`src/rtl/mbm_pkg.sv`:
```
package mbm_pkg;
  localparam int unsigned NUM_REGS  = 8;
  localparam int unsigned NUM_CHR   = 6;
  localparam int unsigned NUM_SLOTS = 8;
  localparam int unsigned OUTER_W   = 2;

  // {addr[14], addr[13], addr[0]}
  typedef enum logic [2:0] {
    WS_POINTER = 3'b000,
    WS_BANK    = 3'b001,
    WS_MIRROR  = 3'b010,
    WS_SPARE   = 3'b011,
    WS_HOLD_0  = 3'b100,
    WS_HOLD_1  = 3'b101,
    WS_HOLD_2  = 3'b110,
    WS_HOLD_3  = 3'b111
  } wsel_e;

  function automatic int unsigned bank_reset_val(int unsigned idx);
    if (idx < 2)      return idx * 2;
    else if (idx < 6) return idx + 2;
    else              return idx - 6;
  endfunction
endpackage

```
`src/rtl/mbm_regs.sv`:
```
module mbm_regs
  import mbm_pkg::*;
#(
  parameter int unsigned DATA_W = 8,
  parameter int unsigned ADDR_W = 16,
  parameter logic [ADDR_W-1:0] OUTER_ADDR = 'h6000
) (
  input  logic                               clk_i,
  input  logic                               rst_ni,
  input  logic                               wr_i,
  input  logic [ADDR_W-1:0]                  addr_i,
  input  logic [DATA_W-1:0]                  data_i,
  input  logic                               variant_i,
  output logic [2:0]                         ptr_o,
  output logic                               prg_swap_o,
  output logic                               chr_swap_o,
  output logic [NUM_REGS-1:0][DATA_W-1:0]    bank_o,
  output logic [OUTER_W-1:0]                 outer_o,
  output logic                               mirror_o
);
  logic  hi_hit;
  logic  outer_hit;
  wsel_e sel;

  assign hi_hit    = wr_i & addr_i[ADDR_W-1];
  assign sel       = wsel_e'({addr_i[ADDR_W-2 -: 2], addr_i[0]});
  assign outer_hit = wr_i & (addr_i == OUTER_ADDR);

  always_ff @(posedge clk_i or negedge rst_ni) begin
    if (!rst_ni) begin
      ptr_o      <= '0;
      prg_swap_o <= 1'b0;
      chr_swap_o <= 1'b0;
    end else if (hi_hit && sel == WS_POINTER) begin
      ptr_o      <= data_i[2:0];
      prg_swap_o <= data_i[6];
      chr_swap_o <= data_i[7];
    end
  end

  for (genvar g = 0; g < NUM_REGS; g++) begin : gen_bank
    always_ff @(posedge clk_i or negedge rst_ni) begin
      if (!rst_ni) begin
        bank_o[g] <= DATA_W'(bank_reset_val(g));
      end else if (hi_hit && sel == WS_BANK && ptr_o == 3'(g)) begin
        if (g < 2) bank_o[g] <= {data_i[DATA_W-1:1], 1'b0};
        else       bank_o[g] <= data_i;
      end
    end
  end

  always_ff @(posedge clk_i or negedge rst_ni) begin
    if (!rst_ni)                        mirror_o <= 1'b0;
    else if (hi_hit && sel == WS_MIRROR) mirror_o <= data_i[0];
  end

  always_ff @(posedge clk_i or negedge rst_ni) begin
    if (!rst_ni)        outer_o <= '0;
    else if (outer_hit) outer_o <= variant_i ? data_i[2:1] : {data_i[0], 1'b0};
  end
endmodule

```
`src/rtl/mbm_prg_map.sv`:
```
module mbm_prg_map
  import mbm_pkg::*;
#(
  parameter int unsigned DATA_W = 8,
  localparam int unsigned BANK_W = DATA_W + 1
) (
  input  logic [1:0]         slot_i,
  input  logic               swap_i,
  input  logic               variant_i,
  input  logic [OUTER_W-1:0] outer_i,
  input  logic [DATA_W-1:0]  r6_i,
  input  logic [DATA_W-1:0]  r7_i,
  output logic [BANK_W-1:0]  bank_o
);
  localparam logic [DATA_W-1:0] FIX_LO_STD = DATA_W'(14);
  localparam logic [DATA_W-1:0] FIX_HI_STD = DATA_W'(15);
  localparam logic [DATA_W-1:0] FIX_LO_ALT = DATA_W'(6);
  localparam logic [DATA_W-1:0] FIX_HI_ALT = DATA_W'(7);
  localparam logic [OUTER_W-1:0] OUTER_KEEP = OUTER_W'(2);

  logic              alt;
  logic [DATA_W-1:0] fix_lo, fix_hi, val;

  assign alt    = variant_i && (outer_i != OUTER_KEEP);
  assign fix_lo = alt ? FIX_LO_ALT : FIX_LO_STD;
  assign fix_hi = alt ? FIX_HI_ALT : FIX_HI_STD;

  always_comb begin
    unique case (slot_i)
      2'd0:    val = swap_i ? fix_lo : r6_i;
      2'd1:    val = r7_i;
      2'd2:    val = swap_i ? r6_i : fix_lo;
      default: val = fix_hi;
    endcase
  end

  assign bank_o = BANK_W'({outer_i, 3'b000}) + BANK_W'(val);
endmodule

```
`src/rtl/mbm_chr_map.sv`:
```
module mbm_chr_map
  import mbm_pkg::*;
#(
  parameter int unsigned DATA_W = 8,
  localparam int unsigned BANK_W = DATA_W + 1
) (
  input  logic [NUM_CHR-1:0][DATA_W-1:0] chr_i,
  input  logic [2:0]                     slot_i,
  input  logic                           swap_i,
  input  logic                           outer_hi_i,
  output logic [BANK_W-1:0]              bank_o
);
  localparam logic [BANK_W-1:0] OUTER_STEP = BANK_W'(2 * 64);

  logic [NUM_SLOTS-1:0][BANK_W-1:0] slot_val;
  logic [2:0]                       eff;

  for (genvar g = 0; g < NUM_SLOTS; g++) begin : gen_slot
    if (g < 4) begin : gen_pair
      assign slot_val[g] = BANK_W'(chr_i[g/2]) + BANK_W'(g % 2);
    end else begin : gen_single
      assign slot_val[g] = BANK_W'(chr_i[g-2]);
    end
  end

  assign eff    = slot_i ^ {swap_i, 2'b00};
  assign bank_o = slot_val[eff] + (outer_hi_i ? OUTER_STEP : '0);
endmodule

```
`src/rtl/mbm_top.sv`:
```
module mbm_top
  import mbm_pkg::*;
#(
  parameter int unsigned DATA_W = 8,
  parameter int unsigned ADDR_W = 16,
  parameter logic [ADDR_W-1:0] OUTER_ADDR = 'h6000,
  localparam int unsigned BANK_W = DATA_W + 1
) (
  input  logic              clk_i,
  input  logic              rst_ni,
  input  logic              cpu_wr_i,
  input  logic [ADDR_W-1:0] cpu_addr_i,
  input  logic [DATA_W-1:0] cpu_data_i,
  input  logic              variant_i,
  input  logic [2:0]        ppu_addr_hi_i,
  output logic [BANK_W-1:0] prg_bank_o,
  output logic [BANK_W-1:0] chr_bank_o,
  output logic              mirror_horiz_o
);
  logic [2:0]                      ptr_q;
  logic                            prg_swap_q, chr_swap_q;
  logic [NUM_REGS-1:0][DATA_W-1:0] bank_q;
  logic [OUTER_W-1:0]              outer_q;
  logic [NUM_CHR-1:0][DATA_W-1:0]  chr_regs;

  mbm_regs #(
    .DATA_W(DATA_W), .ADDR_W(ADDR_W), .OUTER_ADDR(OUTER_ADDR)
  ) u_regs (
    .clk_i     (clk_i),
    .rst_ni    (rst_ni),
    .wr_i      (cpu_wr_i),
    .addr_i    (cpu_addr_i),
    .data_i    (cpu_data_i),
    .variant_i (variant_i),
    .ptr_o     (ptr_q),
    .prg_swap_o(prg_swap_q),
    .chr_swap_o(chr_swap_q),
    .bank_o    (bank_q),
    .outer_o   (outer_q),
    .mirror_o  (mirror_horiz_o)
  );

  for (genvar g = 0; g < NUM_CHR; g++) begin : gen_chr_tap
    assign chr_regs[g] = bank_q[g];
  end

  mbm_prg_map #(.DATA_W(DATA_W)) u_prg (
    .slot_i   (cpu_addr_i[ADDR_W-2 -: 2]),
    .swap_i   (prg_swap_q),
    .variant_i(variant_i),
    .outer_i  (outer_q),
    .r6_i     (bank_q[6]),
    .r7_i     (bank_q[7]),
    .bank_o   (prg_bank_o)
  );

  mbm_chr_map #(.DATA_W(DATA_W)) u_chr (
    .chr_i     (chr_regs),
    .slot_i    (ppu_addr_hi_i),
    .swap_i    (chr_swap_q),
    .outer_hi_i(outer_q[1]),
    .bank_o    (chr_bank_o)
  );
endmodule

```
`config.mk`:
```
export PLATFORM = sky130hd
export DESIGN_NAME = mbm_top
export DESIGN_NICKNAME = d
export VERILOG_FILES = /design/src/rtl/mbm_pkg.sv /design/src/rtl/mbm_regs.sv /design/src/rtl/mbm_prg_map.sv /design/src/rtl/mbm_chr_map.sv /design/src/rtl/mbm_top.sv
export SDC_FILE = /design/constraint.sdc
export NUM_CORES = 1
export LEC_CHECK = 0
export ABC_CLOCK_PERIOD_IN_PS = 3650
export BUFFER_PORTS_ARGS = -buffer_cell sky130_fd_sc_hd__buf_2
export CAP_MARGIN = 20
export CORE_ASPECT_RATIO = 2
export CORE_MARGIN = 4
export CORE_UTILIZATION = 45
export CTS_CLUSTER_DIAMETER = 60
export CTS_CLUSTER_SIZE = 16
export DETAILED_ROUTE_END_ITERATION = 6
export GPL_TIMING_DRIVEN = 0
export HOLD_SLACK_MARGIN = 0.1
export PLACE_DENSITY = 0.65
export SLEW_MARGIN = 25
export SYNTH_ARGS = -nofsm -noshare
export SYNTH_HDL_FRONTEND = slang
export SYNTH_SLANG_ARGS = --single-unit
```
`constraint.sdc`:
```
create_clock -name clk_i -period 3.65 [get_ports clk_i]
set_clock_uncertainty 0.15 [all_clocks]
set_input_delay 0.365 -clock clk_i [delete_from_list [all_inputs] [get_ports clk_i]]
set_output_delay 0.365 -clock clk_i [all_outputs]
set_load 0.02 [all_outputs]
```
* Word level (Yosys, flattened, before mapping)
Cells that the tools add are included.
Cells by class: reduce and logical (&&, ||, !) cells 15, mux-type cells 9, magnitude comparators 1, add/sub/neg operators 4, equal/unequal tests 13, bitwise logic cells 3
Operator list (count):
- 9-bit binary-select mux with 3-bit select | 1
- 8-bit two-way mux | 3
- 8-bit one-hot mux with 3 select lines | 1
- 8-bit by 1-bit adder with 9-bit output, second input constant | 2
- 16-bit by 15-bit equality test with 1-bit output, second input constant | 1
- 3-bit equality test, second input constant | 4
- 1-bit logical AND | 12
- 5-bit by 8-bit adder with 9-bit output | 1
- 9-bit adder | 1
- 3-bit by 2-bit equality test with 1-bit output, second input constant | 3
- 9-bit two-way mux | 1
- 4-bit two-way mux | 2
- 3-bit by 1-bit equality test with 1-bit output, second input constant | 2
- 3-bit logical NOT | 2
- 3-bit by 4-bit < comparator with 1-bit output, second input constant | 1
- 3-bit bitwise XOR | 1
- 1-bit AND | 2
- 2-bit by 1-bit equality test with 1-bit output, second input constant | 1
- 2-bit equality test, second input constant | 1
- 2-bit logical NOT | 1
- 2-bit two-way mux | 1
- 2-bit != test, second input constant | 1
Word-level totals: output and inout bits 19, word-level logic and storage cells 58, input bits 31, register bits 70

* Logic depth before layout (Yosys ltp)
word-level depth 6, gate-level depth with buffers 9, gate-level depth less buffers 8

* Hierarchy
A second synthesis with hierarchy kept.
Unflattened totals: cells, all modules 318, area total of the unflattened synthesis 3996.3 sq um
Modules (own cells, without submodules):
- mbm_regs | sequential area each 1764.2 sq um, instances 1, cells an instance 175, area an instance 2851.5 sq um
- mbm_chr_map | sequential area each 0.0 sq um, instances 1, cells an instance 81, area an instance 743.2 sq um
- mbm_prg_map | sequential area each 0.0 sq um, instances 1, cells an instance 62, area an instance 401.6 sq um

* Worst setup path before layout
No wires, ideal clock.
path type in2out, start in cpu_addr_i[13], end out prg_bank_o[5], arrival time 2.011 ns, required time 3.135 ns, stages 8, setup slack 1.124 ns, buffers on the path 1, cell sequence buf_2 -> nor2_1 -> a21boi_0 -> a2bb2oi_1 -> a31oi_1 -> ha_1 -> fa_1 -> xor2_1
Between the ends: word-level cells in the longest chain between the ends 3, elaborated cells on any way between the ends 5, classes of those cells 1 x add/sub; 2 x eq/ne; 1 x mux; 1 x reduce/logical
Ends and longest elaborated chain:
- start, declared | line mbm_top.sv:12 | input logic [ADDR_W-1:0] cpu_addr_i,
- 2-bit equality test (tied with other cells) | line mbm_prg_map.sv:29 | unique case (slot_i)
- 8-bit one-hot mux with 3 select lines (*) | line mbm_prg_map.sv:29
- 5-bit by 8-bit adder with 9-bit output (*) | line mbm_prg_map.sv:37 | assign bank_o = BANK_W'({outer_i, 3'b000}) + BANK_W'(val);
- end, declared | line mbm_top.sv:16 | output logic [BANK_W-1:0] prg_bank_o,
Every way passes the cells marked *; elsewhere a longest branch is shown, timed or not.

* Final worst setup path
start reg u_regs.prg_swap_o, end out prg_bank_o[6]
Between the ends: word-level cells in the longest chain between the ends 3, elaborated cells on any way between the ends 4, classes of those cells 1 x add/sub; 3 x mux
Ends and longest elaborated chain:
- start, declared | line mbm_regs.sv:15 | output logic prg_swap_o,
- start signal, assigned | line mbm_regs.sv:36 | prg_swap_o <= data_i[6];
- 8-bit two-way mux (on tied branches) | line mbm_prg_map.sv:32, mbm_prg_map.sv:30
- 8-bit one-hot mux with 3 select lines (*) | line mbm_prg_map.sv:29
- 5-bit by 8-bit adder with 9-bit output (*) | line mbm_prg_map.sv:37
Marks and branches as above.

==> metrics <==
status finished, final reports clean; fraction of registers with async set/reset 100%; Simple-Gate Fraction of Synth Area 6.72%; WL final 7390 um; DR WL/cell 18.4 um; Critical path buffers and inverters 1; post-synth top area cell dfrtp_1; # IOs 50; share of layout cells above drive strength 1 46.6%; total track usage 17.8%; static leakage power 1.99 nW; first-pass GRT wire length 12,400 um; post-DP HPWL 5390 um; top-area cell type share of the netlist area 43.8%; Mapped Cells 248; CP delay by family, top XOR/XNOR gates; routed vias 2,212; CP cell instances xnor2_1 -> a32o_1 -> ha_1 -> a21o_1 -> and2_1 -> mux2i_1 -> buf_2; Compound-Gate Fraction of Synth Area 4.75%; peak supply drop 0.000366 V; Placed Instance Area 3780 um^2; critical path required time 3.13 ns; routability cong. 0.777; pre-CTS setup slack 0.662 ns; commonest cells in the netlist 60 x dfrtp_1, 52 x mux2_2, 13 x mux2i_1; Worst setup SP type register; max incr delay on CP 0.51 ns; H-tree levels 3; drt drc 0; Seq/Total Area, Yosys 51.5%; fin crit period 3.00 ns; unique cell type count in the Yosys netlist 43; Post-Synth Adder-Cell Area 1.68%; sequential cell area 1760 um^2; Yosys reg bits 70; nets 339; mux cell area share after synthesis 32.0%; routed vias/inst 5.52; area of the die 9150 um^2; Hold Crit Class input pin to register; area occupied by multi-input gates 1580 um^2; final setup TNS 0 ns; synth top area cells dfrtp_1 44%, mux2_2 17%, dfstp_2 7.7%; Num Clock Sinks 70; Post-CTS Setup Bufs 0; Final period util 82.2%; DIE WIDTH 69.7 um; fillers 661; largest net degree at the start of global routing 49; crit path capture type output pin; max-slew violations 0; Setup CP Type register to output pin; number of global-route vias before repair 2,437; final cell count without fillers 401; syn_area_per_cell 13.8 um^2; Final ANT Viol Nets 0; RSZ-0062 raised after global routing no; mapped cell area 3420 um^2; # Max-Cap Violations 0; number of synthesized flops with an enable pin 0; slowest CP cell xnor2_1; number of core rows 44; insertion delay to the later sink of the worst-skew pair 0.34 ns; buffer depth of the longest clock path 2; XOR/XNOR share of the synthesized area 1.02%; die height 131 um; Root Buffer Master clkbuf_16; Arrival @ worst endpoint 2.49 ns; Pwr Total 2.24 mW; most common cell in the synthesized netlist dfrtp_1; Initial DRC Count 64; initial antenna violation count 0; Final Worst Setup Slack 0.650 ns; GRT overflow 0; final setup vio count 0; I/O Buffers 43; main combinational cell family by area after synthesis multiplexers; final hold vios 0; Core Region 7320 um^2; TritonCTS clock tree done; Syn Nets 283; Syn-to-layout area delta 20.6%; yosys warns 0; n_diodes 0; DRT Pass-1 Iters 4; Worst-Margin Slew 0.751 ns; Slew HR 49.5%; clock-pin slew of the registers on the worst-case setup and hold paths 0.06 ns; Cells after DPL 384; total power divided by cell area 544 nW/um^2; Initial Utilization 46.8%; ys flop type dfrtp_1; Fmax achieved 333 MHz; clock buffer count from CTS 9; post-route cell area 4130 um^2; worst-path fanout max 6
-- stage by stage --
stage | hold WS (ns) | utilization (%)
after floorplan | -0.0806 | -
after global placement | 0.325 | 51.3
after detailed placement | 0.139 | 51.7
after CTS | 0.140 | 56.4
after global routing | 0.151 | 56.4
final | 0.150 | 56.4
-- power breakdown --
group          internal, mW  leakage (nW)  switching (mW)
clock                 0.635         0.162           0.331
combinational         0.167         0.930           0.182
sequential            0.876         0.899          0.0535
-- final timing paths --
kind	endpoint	slack, ns	cells past startpoint	from
setup / recovery	prg_bank_o[6]	0.65	7	u_regs.prg_swap_o$_DFFE_PN0P_
hold / removal	u_regs.outer_o[0]$_DFFE_PN0P_	0.15	3	variant_i
setup reg to reg	u_regs.bank_o[21]$_DFFE_PN0P_	1.79	3	u_regs.ptr_o[2]$_DFFE_PN0P_
hold reg to reg	u_regs.bank_o[50]$_DFFE_PN0P_	0.34	1	u_regs.bank_o[50]$_DFFE_PN0P_
max in group asynchronous	u_regs.bank_o[34]$_DFFE_PN1P_	2.46	3	rst_ni
min in group asynchronous	u_regs.bank_o[17]$_DFFE_PN0P_	0.31	2	rst_ni
-- final cells by class --
cell class / count / area share (%)
Buffer: 12 / 1.39
Clock buffer: 11 / 6.12
Clock inverter: 5 / 1.97
Inverter: 6 / 0.545
Multi-Input combinational cell: 160 / 38.3
Sequential cell: 70 / 42.7
Tap cell: 92 / 2.79
Timing Repair Buffer: 45 / 6.18
-- flip-flops by register name, summed over array words and instances (netlist names) --
signal,count
u_regs.bank_o,62
u_regs.chr_swap_o,1
u_regs.mirror_o,1
u_regs.outer_o,2
u_regs.prg_swap_o,1
u_regs.ptr_o,3
-- kinds of logic (layout without fill, tap and decap cells) --
group           after synthesis  in the layout
buf+inv                      18             79
xor+xnor                      4              4
simple gates                 38             38
fa+ha+maj                     4              4
flops                        70             70
compound gates               25             25
mux                          89             89
-- layout by cell type (no fill, tap or decap), types with 2 or more instances in the layout --
master	instances
a32o_1	3
mux2_2	52
nor4_1	2
dfstp_2	10
a21oi_1	3
a22oi_1	2
o21ai_0	10
and2_1	2
buf_1	3
dfrtp_1	60
or3b_1	2
xor2_1	2
mux2i_1	13
mux4_2	7
inv_1	6
clkbuf_16	9
clkbuf_1	4
nor2_1	5
xnor2_1	2
nor2b_1	2
a31oi_1	2
bufinv_16	2
nand3_1	2
nand3b_1	4
mux2_1	9
buf_2	46
nand2_1	10
ha_1	3
mux2_4	8
clkbuf_8	2
-- layer usage --
| metal | vias to the layer above | global-route usage (%) | share of wire [%] |
|---|---|---|---|
| met1 | 1135 | 19.0 | 38 |
| met3 | 13 | 5.12 | 3.5 |
| met5 | - | 0 | 0 |
| met2 | 38 | 32.2 | 56 |
| met4 | 0 | 7.25 | 2.7 |
| li1 | 1026 | - | - |
-- worst min-delay path, cell delays in order --
cell	delay (ns)
buf_2	0.12
nand2_1	0.05
mux2i_1	0.06
-- repair_timing --
item                      CTS  global route
hold buffers                1             0
hold endpoints to repair   22             0
gates resized for setup     0             0
Note: power is estimated with default switching activity, not from simulation.
